`src/rtl/cfgsync_pkg.sv`:
```
// Package: shared types and constants for the configuration sync hunter.
// Assumes a 32-bit sync word and a byte-wide width-detection lane.
package cfgsync_pkg;

    localparam int WORD_W = 32;

    // Detected bus width; the encoding is visible at the top-level port.
    typedef enum logic [1:0] {
        WC_NONE = 2'b00,
        WC_8    = 2'b01,
        WC_16   = 2'b10,
        WC_32   = 2'b11
    } width_code_t;

    localparam logic [WORD_W-1:0] SYNC_PATTERN = 32'hAA99_5566;
    localparam logic [7:0]        MARK_BYTE    = 8'hBB;
    localparam logic [7:0]        CODE_W8      = 8'h11;
    localparam logic [7:0]        CODE_W16     = 8'h22;
    localparam logic [7:0]        CODE_W32     = 8'h44;

    // Number of beats in one word, minus one, for a given width.
    function automatic logic [1:0] beats_last(width_code_t w);
        case (w)
            WC_8:    return 2'd3;
            WC_16:   return 2'd1;
            default: return 2'd0;
        endcase
    endfunction

endpackage

```
`src/rtl/cfgsync_width_probe.sv`:
```
// Module: cfgsync_width_probe
// Finds the parallel bus width from the low byte lane. A marker byte arms
// it, and the byte on the next valid beat picks the width. Also raises a
// sticky error when no width is found within TIMEOUT_BEATS valid beats.
// Assumes en stays steady from reset; when en is low nothing changes.
module cfgsync_width_probe
    import cfgsync_pkg::*;
#(
    parameter int TIMEOUT_BEATS = 64
) (
    input  logic        clk,
    input  logic        rst_n,
    input  logic        en,
    input  logic        beat_vld,
    input  logic [7:0]  lane_byte,
    output width_code_t width_code,
    output logic        width_ok,
    output logic        width_err
);

    localparam int TCW = $clog2(TIMEOUT_BEATS + 1);

    typedef enum logic [1:0] {PS_SEEK, PS_CODE, PS_DONE} pstate_t;

    pstate_t        state;
    width_code_t    hit;
    logic           resolve;
    logic           take;
    logic [TCW-1:0] tcnt;

    // Decode the lane byte as a width code.
    always_comb begin
        case (lane_byte)
            CODE_W8:  hit = WC_8;
            CODE_W16: hit = WC_16;
            CODE_W32: hit = WC_32;
            default:  hit = WC_NONE;
        endcase
    end

    assign take    = en && beat_vld && (state != PS_DONE);
    assign resolve = (state == PS_CODE) && (hit != WC_NONE);

    // Marker/code state machine.
    always_ff @(posedge clk) begin
        if (!rst_n) begin
            state      <= PS_SEEK;
            width_code <= WC_NONE;
        end else if (take) begin
            case (state)
                PS_SEEK: if (lane_byte == MARK_BYTE) state <= PS_CODE;
                PS_CODE: begin
                    if (resolve) begin
                        state      <= PS_DONE;
                        width_code <= hit;
                    end else begin
                        state <= PS_SEEK;
                    end
                end
                default: state <= state;
            endcase
        end
    end

    // Timeout counter over beats that did not complete detection.
    always_ff @(posedge clk) begin
        if (!rst_n) begin
            tcnt      <= '0;
            width_err <= 1'b0;
        end else if (take && !resolve) begin
            if (tcnt != TCW'(TIMEOUT_BEATS)) tcnt <= tcnt + 1'b1;
            if (tcnt == TCW'(TIMEOUT_BEATS - 1)) width_err <= 1'b1;
        end
    end

    assign width_ok = (state == PS_DONE);

    // once found, the width never changes until reset.
    p_width_hold_r2: assert property (@(posedge clk) disable iff (!rst_n)
        width_ok |=> (width_ok && $stable(width_code)));

    // the width is only taken from the beat right after the marker.
    p_code_after_mark_r3: assert property (@(posedge clk) disable iff (!rst_n)
        $rose(width_ok) |-> ($past(state) == PS_CODE));

    // the error is sticky.
    p_err_sticky_r9: assert property (@(posedge clk) disable iff (!rst_n)
        width_err |=> width_err);

    // the error only follows a full count of failing beats.
    p_err_count_r9: assert property (@(posedge clk) disable iff (!rst_n)
        width_err |-> (tcnt == TCW'(TIMEOUT_BEATS)));

endmodule

```
`src/rtl/cfgsync_par_hunter.sv`:
```
// Module: cfgsync_par_hunter
// Parallel path after width detection. It slides each beat into a 32-bit
// window, matches the sync word after every beat, then packs the later
// beats into aligned words. Assumes width_code is stable while width_ok.
module cfgsync_par_hunter
    import cfgsync_pkg::*;
(
    input  logic              clk,
    input  logic              rst_n,
    input  logic              en,
    input  logic              width_ok,
    input  width_code_t       width_code,
    input  logic              beat_vld,
    input  logic [WORD_W-1:0] beat,
    output logic              sync_hit,
    output logic [WORD_W-1:0] pay_data,
    output logic              pay_vld
);

    localparam int NW = 3;

    logic [WORD_W-1:0] win;
    logic [WORD_W-1:0] win_next;
    logic [WORD_W-1:0] cand [NW];
    logic [1:0]        bcnt;
    logic              take;

    // One shifted-window candidate per supported width: 8, 16, 32.
    for (genvar g = 0; g < NW; g++) begin : g_lane
        localparam int BW = 8 << g;
        if (BW == WORD_W) begin : g_full
            assign cand[g] = beat;
        end else begin : g_part
            assign cand[g] = {win[WORD_W-1-BW:0], beat[BW-1:0]};
        end
    end

    // Pick the candidate that matches the detected width.
    always_comb begin
        case (width_code)
            WC_8:    win_next = cand[0];
            WC_16:   win_next = cand[1];
            default: win_next = cand[2];
        endcase
    end

    assign take = en && width_ok && beat_vld;

    // Window update, sync match and payload packing.
    always_ff @(posedge clk) begin
        if (!rst_n) begin
            win      <= '0;
            bcnt     <= '0;
            sync_hit <= 1'b0;
            pay_data <= '0;
            pay_vld  <= 1'b0;
        end else begin
            pay_vld <= 1'b0;
            if (take) begin
                win <= win_next;
                if (!sync_hit) begin
                    if (win_next == SYNC_PATTERN) begin
                        sync_hit <= 1'b1;
                        bcnt     <= '0;
                    end
                end else if (bcnt == beats_last(width_code)) begin
                    pay_data <= win_next;
                    pay_vld  <= 1'b1;
                    bcnt     <= '0;
                end else begin
                    bcnt <= bcnt + 1'b1;
                end
            end
        end
    end

    // sync cannot be found before the width is known.
    p_sync_needs_width_r4: assert property (@(posedge clk) disable iff (!rst_n)
        sync_hit |-> width_ok);

    // sync is sticky.
    p_par_sync_sticky_r5: assert property (@(posedge clk) disable iff (!rst_n)
        sync_hit |=> sync_hit);

    // no payload before sync.
    p_par_pay_after_sync_r6: assert property (@(posedge clk) disable iff (!rst_n)
        pay_vld |-> sync_hit);

    // the window holds when no beat is taken.
    p_par_hold_r11: assert property (@(posedge clk) disable iff (!rst_n)
        !take |=> $stable(win));

endmodule

```
`src/rtl/cfgsync_ser_hunter.sv`:
```
// Module: cfgsync_ser_hunter
// Serial path. It shifts bits in most significant first, matches the sync
// word at any bit offset, then emits a word every 32 bits from the bit
// after the match. Assumes one bit at most per cycle.
module cfgsync_ser_hunter
    import cfgsync_pkg::*;
(
    input  logic              clk,
    input  logic              rst_n,
    input  logic              en,
    input  logic              bit_vld,
    input  logic              bit_in,
    output logic              sync_hit,
    output logic [WORD_W-1:0] pay_data,
    output logic              pay_vld
);

    localparam int BCW = $clog2(WORD_W);

    logic [WORD_W-1:0] sr;
    logic [WORD_W-1:0] sr_next;
    logic [BCW-1:0]    bcnt;
    logic              take;

    assign take    = en && bit_vld;
    assign sr_next = {sr[WORD_W-2:0], bit_in};

    // Bit shift, sync match and word emission.
    always_ff @(posedge clk) begin
        if (!rst_n) begin
            sr       <= '0;
            bcnt     <= '0;
            sync_hit <= 1'b0;
            pay_data <= '0;
            pay_vld  <= 1'b0;
        end else begin
            pay_vld <= 1'b0;
            if (take) begin
                sr <= sr_next;
                if (!sync_hit) begin
                    if (sr_next == SYNC_PATTERN) begin
                        sync_hit <= 1'b1;
                        bcnt     <= '0;
                    end
                end else begin
                    bcnt <= bcnt + 1'b1;
                    if (bcnt == BCW'(WORD_W - 1)) begin
                        pay_data <= sr_next;
                        pay_vld  <= 1'b1;
                    end
                end
            end
        end
    end

    // sync is sticky.
    p_ser_sync_sticky_r5: assert property (@(posedge clk) disable iff (!rst_n)
        sync_hit |=> sync_hit);

    // no payload before sync.
    p_ser_pay_after_sync_r6: assert property (@(posedge clk) disable iff (!rst_n)
        pay_vld |-> sync_hit);

    // words are at least 32 bits apart, so strobes never touch.
    p_ser_pay_gap_r7: assert property (@(posedge clk) disable iff (!rst_n)
        pay_vld |=> !pay_vld);

endmodule

```
`src/rtl/cfg_sync_hunter.sv`:
```
// Module: cfg_sync_hunter (top)
// Finds the start of a configuration payload in a serial or parallel
// stream. Width detection runs only in parallel mode. Each path has its own
// hunter, and the mode input picks which one drives the outputs. Assumes
// mode_par is held steady from the release of reset.
module cfg_sync_hunter
    import cfgsync_pkg::*;
#(
    parameter int TIMEOUT_BEATS = 64
) (
    input  logic        clk,
    input  logic        rst_n,
    input  logic        mode_par,
    input  logic        ser_bit,
    input  logic        ser_vld,
    input  logic [31:0] par_data,
    input  logic        par_vld,
    output logic [1:0]  width_code,
    output logic        width_err,
    output logic        sync_found,
    output logic [31:0] pay_data,
    output logic        pay_vld
);

    width_code_t       probe_code;
    logic              probe_ok;
    logic              par_sync;
    logic              ser_sync;
    logic [WORD_W-1:0] par_pay;
    logic [WORD_W-1:0] ser_pay;
    logic              par_pay_vld;
    logic              ser_pay_vld;

    cfgsync_width_probe #(.TIMEOUT_BEATS(TIMEOUT_BEATS)) u_probe (
        .clk        (clk),
        .rst_n      (rst_n),
        .en         (mode_par),
        .beat_vld   (par_vld),
        .lane_byte  (par_data[7:0]),
        .width_code (probe_code),
        .width_ok   (probe_ok),
        .width_err  (width_err)
    );

    cfgsync_par_hunter u_par (
        .clk        (clk),
        .rst_n      (rst_n),
        .en         (mode_par),
        .width_ok   (probe_ok),
        .width_code (probe_code),
        .beat_vld   (par_vld),
        .beat       (par_data),
        .sync_hit   (par_sync),
        .pay_data   (par_pay),
        .pay_vld    (par_pay_vld)
    );

    cfgsync_ser_hunter u_ser (
        .clk      (clk),
        .rst_n    (rst_n),
        .en       (!mode_par),
        .bit_vld  (ser_vld),
        .bit_in   (ser_bit),
        .sync_hit (ser_sync),
        .pay_data (ser_pay),
        .pay_vld  (ser_pay_vld)
    );

    // Output selection by mode.
    assign width_code = probe_code;
    assign sync_found = mode_par ? par_sync    : ser_sync;
    assign pay_data   = mode_par ? par_pay     : ser_pay;
    assign pay_vld    = mode_par ? par_pay_vld : ser_pay_vld;

    // serial mode never reports a width or a width error.
    p_serial_width_idle_r8: assert property (@(posedge clk) disable iff (!rst_n)
        !mode_par |-> (width_code == WC_NONE && !width_err));

endmodule

```
`config.mk`:
```
export PLATFORM = sky130hd
export DESIGN_NAME = cfg_sync_hunter
export DESIGN_NICKNAME = d
export VERILOG_FILES = /design/src/rtl/cfgsync_pkg.sv /design/src/rtl/cfgsync_width_probe.sv /design/src/rtl/cfgsync_par_hunter.sv /design/src/rtl/cfgsync_ser_hunter.sv /design/src/rtl/cfg_sync_hunter.sv
export SDC_FILE = /design/constraint.sdc
export NUM_CORES = 1
export LEC_CHECK = 0
export BUFFER_PORTS_ARGS = -buffer_cell sky130_fd_sc_hd__buf_4
export CORE_MARGIN = 3
export CORE_UTILIZATION = 45
export DETAILED_ROUTE_END_ITERATION = 8
export PLACE_DENSITY = 0.67
export SYNTH_ARGS = -nofsm -noshare
export SYNTH_HDL_FRONTEND = slang
export SYNTH_SLANG_ARGS = --single-unit
```
`constraint.sdc`:
```
create_clock -name clk -period 2.1 [get_ports clk]
set_input_delay 0.525 -clock clk [delete_from_list [all_inputs] [get_ports clk]]
set_output_delay 0.525 -clock clk [all_outputs]
set_load 0.05 [all_outputs]
```
# Word level (Yosys, flattened, before mapping)

Index checks and enable logic that the tools add are counted.
Widths: inputs -> output; s select.

$add $sub $neg: 3
Equality and inequality tests: 16
Muxes and demuxes: 23
Reductions and logical operators: 24

Operators with widths:

| kind                 | number |
|---|---|
| $eq 32x32->1 const B | 2 |
| $pmux 32 s2          | 1 |
| $mux 32              | 1 |
| $reduce_and 3->1     | 6 |
| $mux 2               | 8 |
| $mux 5               | 2 |
| $eq 8x5->1 const B   | 1 |
| $eq 8x6->1 const B   | 1 |
| $eq 8x7->1 const B   | 1 |
| $eq 8x8->1 const B   | 1 |
| $mux 1               | 8 |
| $pmux 2 s2           | 2 |
| $reduce_and 2->1     | 4 |
| $reduce_bool 2->1    | 4 |
| $add 7x1->7 const B  | 1 |
| $eq 7x6->1 const B   | 1 |
| $logic_and 1x1->1    | 7 |
| $ne 7x7->1 const B   | 1 |
| $pmux 2 s3           | 1 |
| $add 5x1->5 const B  | 1 |
| $eq 5x5->1 const B   | 1 |
| $eq 2x1->1 const B   | 2 |
| $eq 2x2->1 const B   | 2 |
| $add 2x1->2 const B  | 1 |
| other kinds (5)      | 6 |

Register bits after elaboration: 142
Output and inout port bits: 37
Word-level logic and storage cells: 80

# Depth between registers and ports, before layout

Word-level depth: 8
Depth in mapped cells: 9

# Hierarchy

Synthesis repeated with hierarchy kept, for this count alone.

Cell total of the unflattened synthesis: 779
Area total of the unflattened synthesis: 6601.3 µm²

By module, submodules not included:

| module              | times used | cells each | area each (µm²) | sequential area each (µm²) |
|---|---|---|---|---|
| cfgsync_par_hunter  | 1          | 325        | 2648.8          | 1201.2 |
| cfgsync_ser_hunter  | 1          | 325        | 2617.5          | 1401.3 |
| cfgsync_width_probe | 1          | 90         | 768.2           | 240.2 |
| cfg_sync_hunter     | 1          | 39         | 566.8           | 0.0 |

# Worst setup path before layout

No wires, ideal clock.

Kind: register to register
Start: register u_probe.width_code[0]
End: register u_par.bcnt[0]
Setup time: 0.142 ns
Arrival: 2.225 ns
Slack: -0.267 ns
Cell stages (with the launch flop): 9
Period minus slack after synthesis: 2.367 ns
Cell sequence: dfxtp_1 > inv_1 > ha_1 > or2_1 > clkbuf_1 > a22oi_1 > nor4bb_1 > and3_1 > a31oi_1

Cells in the longest elaborated chain, start to end: 8

Ends and longest elaborated chain:

| element                                         | RTL line                                    | text |
|---|---|---|
| from (decl)                                     | cfgsync_width_probe.sv:16                   | `output width_code_t width_code,` |
| from (signal assigned)                          | cfgsync_width_probe.sv:55                   | `width_code <= hit;` |
| $eq 2x2->1 / $eq 2x1->1 (equally long branches) | cfgsync_pkg.sv:23, cfgsync_par_hunter.sv:40 |  |
| $pmux 2 s2                                      | cfgsync_pkg.sv:23                           | `case (w)` |
| $mux 2                                          | cfgsync_par_hunter.sv:61                    | `if (!sync_hit) begin` |
| $mux 2                                          | cfgsync_par_hunter.sv:59                    | `if (take) begin` |
| $mux 2                                          | cfgsync_par_hunter.sv:51                    | `if (!rst_n) begin` |
| $eq 2x2->1                                      | cfgsync_par_hunter.sv:66                    | `end else if (bcnt == beats_last(width_code)) begin` |
| $mux 2                                          | cfgsync_par_hunter.sv:66                    |  |
| $mux 2                                          | cfgsync_par_hunter.sv:61                    |  |
| to (signal assigned)                            | cfgsync_par_hunter.sv:71                    | `bcnt <= bcnt + 1'b1;` |
| to (decl)                                       | cfgsync_par_hunter.sv:25                    | `logic [1:0] bcnt;` |

Several ways; a longest one is shown, not always the timed one. The select of a mux whose other input is x is not followed.
A chain may end at the register's enable or synchronous reset.

# Worst setup path in the final report

Start: register u_probe.width_code[0]
End: register u_par.sync_hit

Cells in the longest elaborated chain, start to end: 5

Ends and longest elaborated chain:

| element                                         | RTL line                 | text |
|---|---|---|
| $eq 2x2->1 / $eq 2x1->1 (equally long branches) | cfgsync_par_hunter.sv:40 | `case (width_code)` |
| $pmux 32 s2 (*)                                 | cfgsync_par_hunter.sv:40 |  |
| $eq 32x32->1 (*)                                | cfgsync_par_hunter.sv:62 | `if (win_next == SYNC_PATTERN) begin` |
| $mux 1 (*)                                      | cfgsync_par_hunter.sv:62 |  |
| $mux 1 (*)                                      | cfgsync_par_hunter.sv:61 |  |
| to (signal assigned)                            | cfgsync_par_hunter.sv:54 | `sync_hit <= 1'b0;` |
| to (signal assigned)                            | cfgsync_par_hunter.sv:63 | `sync_hit <= 1'b1;` |
| to (decl)                                       | cfgsync_par_hunter.sv:15 | `output logic sync_hit,` |

Mark *: on every way between the ends. The rest lies on a longest branch, timed or not.

==> summary.md <==
| Metric | Value |
|---|---|
| Final Critical Period | just under 2000 ps |
| Type of element launching the critical path | register |
| Highest-count cells in the layout ignoring fill and taps | sky130_fd_sc_hd__nand2_1 (213), sky130_fd_sc_hd__dfxtp_1 (140), sky130_fd_sc_hd__buf_4 (122) |
| Result of the run | finished, final reports clean |
| Largest net degree at the start of global routing | between 70 and 80 |
| Setup-failing EPs final | 0 |
| Via count of the first global-routing pass | about 5600 |
| Remaining global-route overflow | 0 |
| R2r worst-path depth | 8 |
| Detailed-router iteration count before antenna repair | 6 |
| Die Height | between 100 and 150 um |
| Num Clock Sinks | around 140 |
| CTS tree | yes |
| Synthesis Warnings | 0 |
| Commonest non-fill, non-tap cell in the layout | sky130_fd_sc_hd__nand2_1 |
| Initial antenna violation count | 0 |
| Number of enable-type register cells in the synthesized netlist | 0 |
| Total count of max-transition violations in the final report | 0 |
| Layout overhead on the synthesized area | 27.5% |
| Post-synth top area cell | sky130_fd_sc_hd__dfxtp_1 |
| Worst clock skew on the final layout | a little over 9 ps |
| Worst-case register-to-register setup slack | between 100 and 150 ps |
| Number of nets in the synthesized netlist | between 800 and 900 |
| Slew margin rel. | approximately 64% |
| Post-route design area | about 8000 um^2 |
| HPWL after detailed placement | 12600 um |
| Total of fill cells in the finished design | roughly 1200 |
| Post-route insts no fill | between 1000 and 1500 |
| Fin nets | 914 |
| Count of H-tree levels built during CTS | 4 |
| Share of synthesized area occupied by flip-flops and latches | a little under half |
| Arrival @ worst endpoint | between 2000 and 2500 ps |
| Top flip-flop cell by instance count after synthesis | sky130_fd_sc_hd__dfxtp_1 |
| Row count | 42 |
| Top Ports | 75 |
| DR iter-0 viols | 339 |
| Distinct cell type count of the synthesized netlist | 55 |
| First-pass GRT wire length | between 20000 and 30000 um |
| Buffers added on ports | 74 |
| Number of buffers on the longest clock path | 2 |
| Area of the mapped netlist | around 6300 um^2 |
| Floorplan core area | around 13000 um^2 |
| Share of flip-flops with an asynchronous set or reset | 0% |
| Hold buffers post-CTS | 0 |
| Area fraction of the dominant cell type after synthesis | 45.4% |
| Via density | 5.54 |
| Cell area after placement | 7340 um^2 |
| Count of inserted antenna diode cells | 0 |
| Endpoint required time on the critical path | between 2000 and 2500 ps |
| Crit Path Max Fanout | 8 |
| Per-cell routed wire length | ~16 um |
| Cell types occupying the most area after synthesis | sky130_fd_sc_hd__dfxtp_1 (45%), sky130_fd_sc_hd__nand2_1 (13%), sky130_fd_sc_hd__a21oi_1 (9.3%) |
| Die span in x | 124 um |
| Power density normalized to cell area | 731 nW/um^2 |
| Maximum vdd drop | around 600 uV |
| Die outline area | 15400 um^2 |
| Clock slew at the register clock pins of the worst setup and hold paths | 60 ps |
| Leakage | around 0.0029 uW |
| FF+latch count, synth | 142 |
| Synthesized instance count | 776 |
| Path category of the worst min-delay check | in2reg |
| Area used by multi-input combinational logic | about 3200 um^2 |
| RePlAce Congestion | ~0.9 |
| Number of cells on the worst hold path | 3 |
| Detailed-route wire length | 17300 um |
| Count of vias placed by the detailed router | between 5000 and 6000 |
| Total track usage | 23.1% |
| Final Cycle Share | a little over nine tenths |
| Post-Place Cells | approximately 1000 |
| Slew at the pin closest to its max-slew limit | ~530 ps |
| Critical path endpoint category | register |
| Post-route DRC | 0 |
| Sequential cell area in the final layout | 2850 um^2 |
| Max Freq | around 0.50 GHz |
| Latest clock arrival within the worst-skew pair | roughly 420 ps |
| Initial cell density of the core | a little under half |
| WHS | roughly 380 ps |
| Antenna violation net count after detailed routing | 0 |
| Path type of the worst setup path | reg2reg |
| Number of hold-slack violations in the final timing report | 0 |
| Synthesized area divided by synthesized cell count | around 8 um^2 |
| Fraction of final layout cells sized beyond drive strength 1 | about 25% |
| Maximum Capacitance Violations | 0 |
| Number of clock buffers inserted by TritonCTS | 17 |
| Root buf cell | sky130_fd_sc_hd__clkbuf_16 |
cells in the mapped netlist (2+ instances only):
master                      count
sky130_fd_sc_hd__buf_2          9
sky130_fd_sc_hd__nor4b_1        2
sky130_fd_sc_hd__ha_1           7
sky130_fd_sc_hd__a22oi_1       18
sky130_fd_sc_hd__o31ai_1        2
sky130_fd_sc_hd__nor4_1         5
sky130_fd_sc_hd__inv_1          8
sky130_fd_sc_hd__o21ai_1       12
sky130_fd_sc_hd__nor4bb_1       3
sky130_fd_sc_hd__buf_4          2
sky130_fd_sc_hd__mux2_2        34
sky130_fd_sc_hd__a21o_1         3
sky130_fd_sc_hd__or4_1          4
sky130_fd_sc_hd__a211o_1        2
sky130_fd_sc_hd__nand2b_1       6
sky130_fd_sc_hd__a21oi_1      116
sky130_fd_sc_hd__clkbuf_1      41
sky130_fd_sc_hd__o41ai_1        2
sky130_fd_sc_hd__a221o_1        6
sky130_fd_sc_hd__nand4bb_1      2
sky130_fd_sc_hd__nand2_1      213
sky130_fd_sc_hd__and3_1         5
sky130_fd_sc_hd__buf_1          4
sky130_fd_sc_hd__and2_1         3
sky130_fd_sc_hd__nand4_1        6
sky130_fd_sc_hd__a31oi_1        3
sky130_fd_sc_hd__nand3_1       10
sky130_fd_sc_hd__or4bb_1        4
sky130_fd_sc_hd__o21ai_0       13
sky130_fd_sc_hd__mux2i_1        5
sky130_fd_sc_hd__nand3b_1       3
sky130_fd_sc_hd__nor2_1        40
sky130_fd_sc_hd__nor2b_1        3
sky130_fd_sc_hd__nand4b_1       3
sky130_fd_sc_hd__dfxtp_1      142
sky130_fd_sc_hd__a211oi_1      16
worst max-delay path, stage by stage, from the launching register on:
cell and delay, ps:
sky130_fd_sc_hd__dfxtp_4 340, sky130_fd_sc_hd__buf_4 150, sky130_fd_sc_hd__ha_2 220, sky130_fd_sc_hd__nor2b_1 140, sky130_fd_sc_hd__buf_4 160, sky130_fd_sc_hd__a22oi_1 370, sky130_fd_sc_hd__nor4bb_4 90, sky130_fd_sc_hd__and3_4 220
sky130_fd_sc_hd__a31o_1 200
sequential cells by signal (all words and copies together) (netlist names):
register / count
u_probe.width_err: 1
u_par.sync_hit: 1
u_par.bcnt: 2
u_par.pay_vld: 1
u_ser.sr: 31
u_par.pay_data: 32
u_probe.state: 2
u_ser.sync_hit: 1
u_ser.pay_data: 32
u_ser.pay_vld: 1
u_par.win: 24
u_probe.width_code: 2
u_probe.tcnt: 7
u_ser.bcnt: 5
layout make-up:
class	instances	share of cell area (%)
repair buffers	131	13.6
clock buffers	19	5.67
flip-flops and latches	142	35.7
well taps	176	2.76
clock inverters	13	1.46
inverters	9	0.439
multi-input cells	568	40.4
worst paths after layout:
| check | start | to |
|---|---|---|
| worst max register to register | u_probe.width_code[0] | u_par.sync_hit |
| worst max-delay path | u_probe.width_code[0] | u_par.sync_hit |
| worst min register to register | u_ser.pay_data[20] | u_ser.pay_data[20] |
| worst min-delay path | par_data[1] | u_par.win[1] |
kinds of logic (layout without fill, tap and decap cells):
group / Yosys count / after routing / synth area share [%]
simple gates: 321 / 321 / 23.0
compound gates: 199 / 199 / 18.6
flops: 142 / 142 / 45.4
buf+inv: 66 / 172 / 4.37
mux: 39 / 39 / 6.91
fa+ha+maj: 7 / 7 / 1.40
xor+xnor: 2 / 2 / 0.280
where the power goes:
part           internal (uW)  total [uW]  switching, uW
registers               2690        2700           3.56
clock network           1690        2840           1150
logic                    141         305            164
per-layer routing:
layer / global-route usage (%) / vias to the layer above / routed length (um)
met4: 8.28 / 0 / 336
li1: - / 2879 / -
met3: 4.63 / 28 / 842
met2: 39.1 / 164 / 8560
met1: 29.4 / 2795 / 7510
met5: 0 / - / 0
timing repair:
action / 4_1_cts / 5_1_grt
resized for setup: 6 / 22
endpoints found under the setup margin: 3 / 8
buffers inserted: 0 / 0
pin swaps: 1 / 3
through the flow:
step,TNS (ps),util [%],setup WS (ps),power [uW]
floorplan,0,-,8.74,2880
global placement,-396,54.6,-88.6,3050
detailed placement,-608,54.6,-87.8,3050
CTS,0,58.8,3.88,5880
global route,-17.5,59.4,-8.90,6030
finish,0,59.4,117,5840
Power figures use the tool's default switching activity.
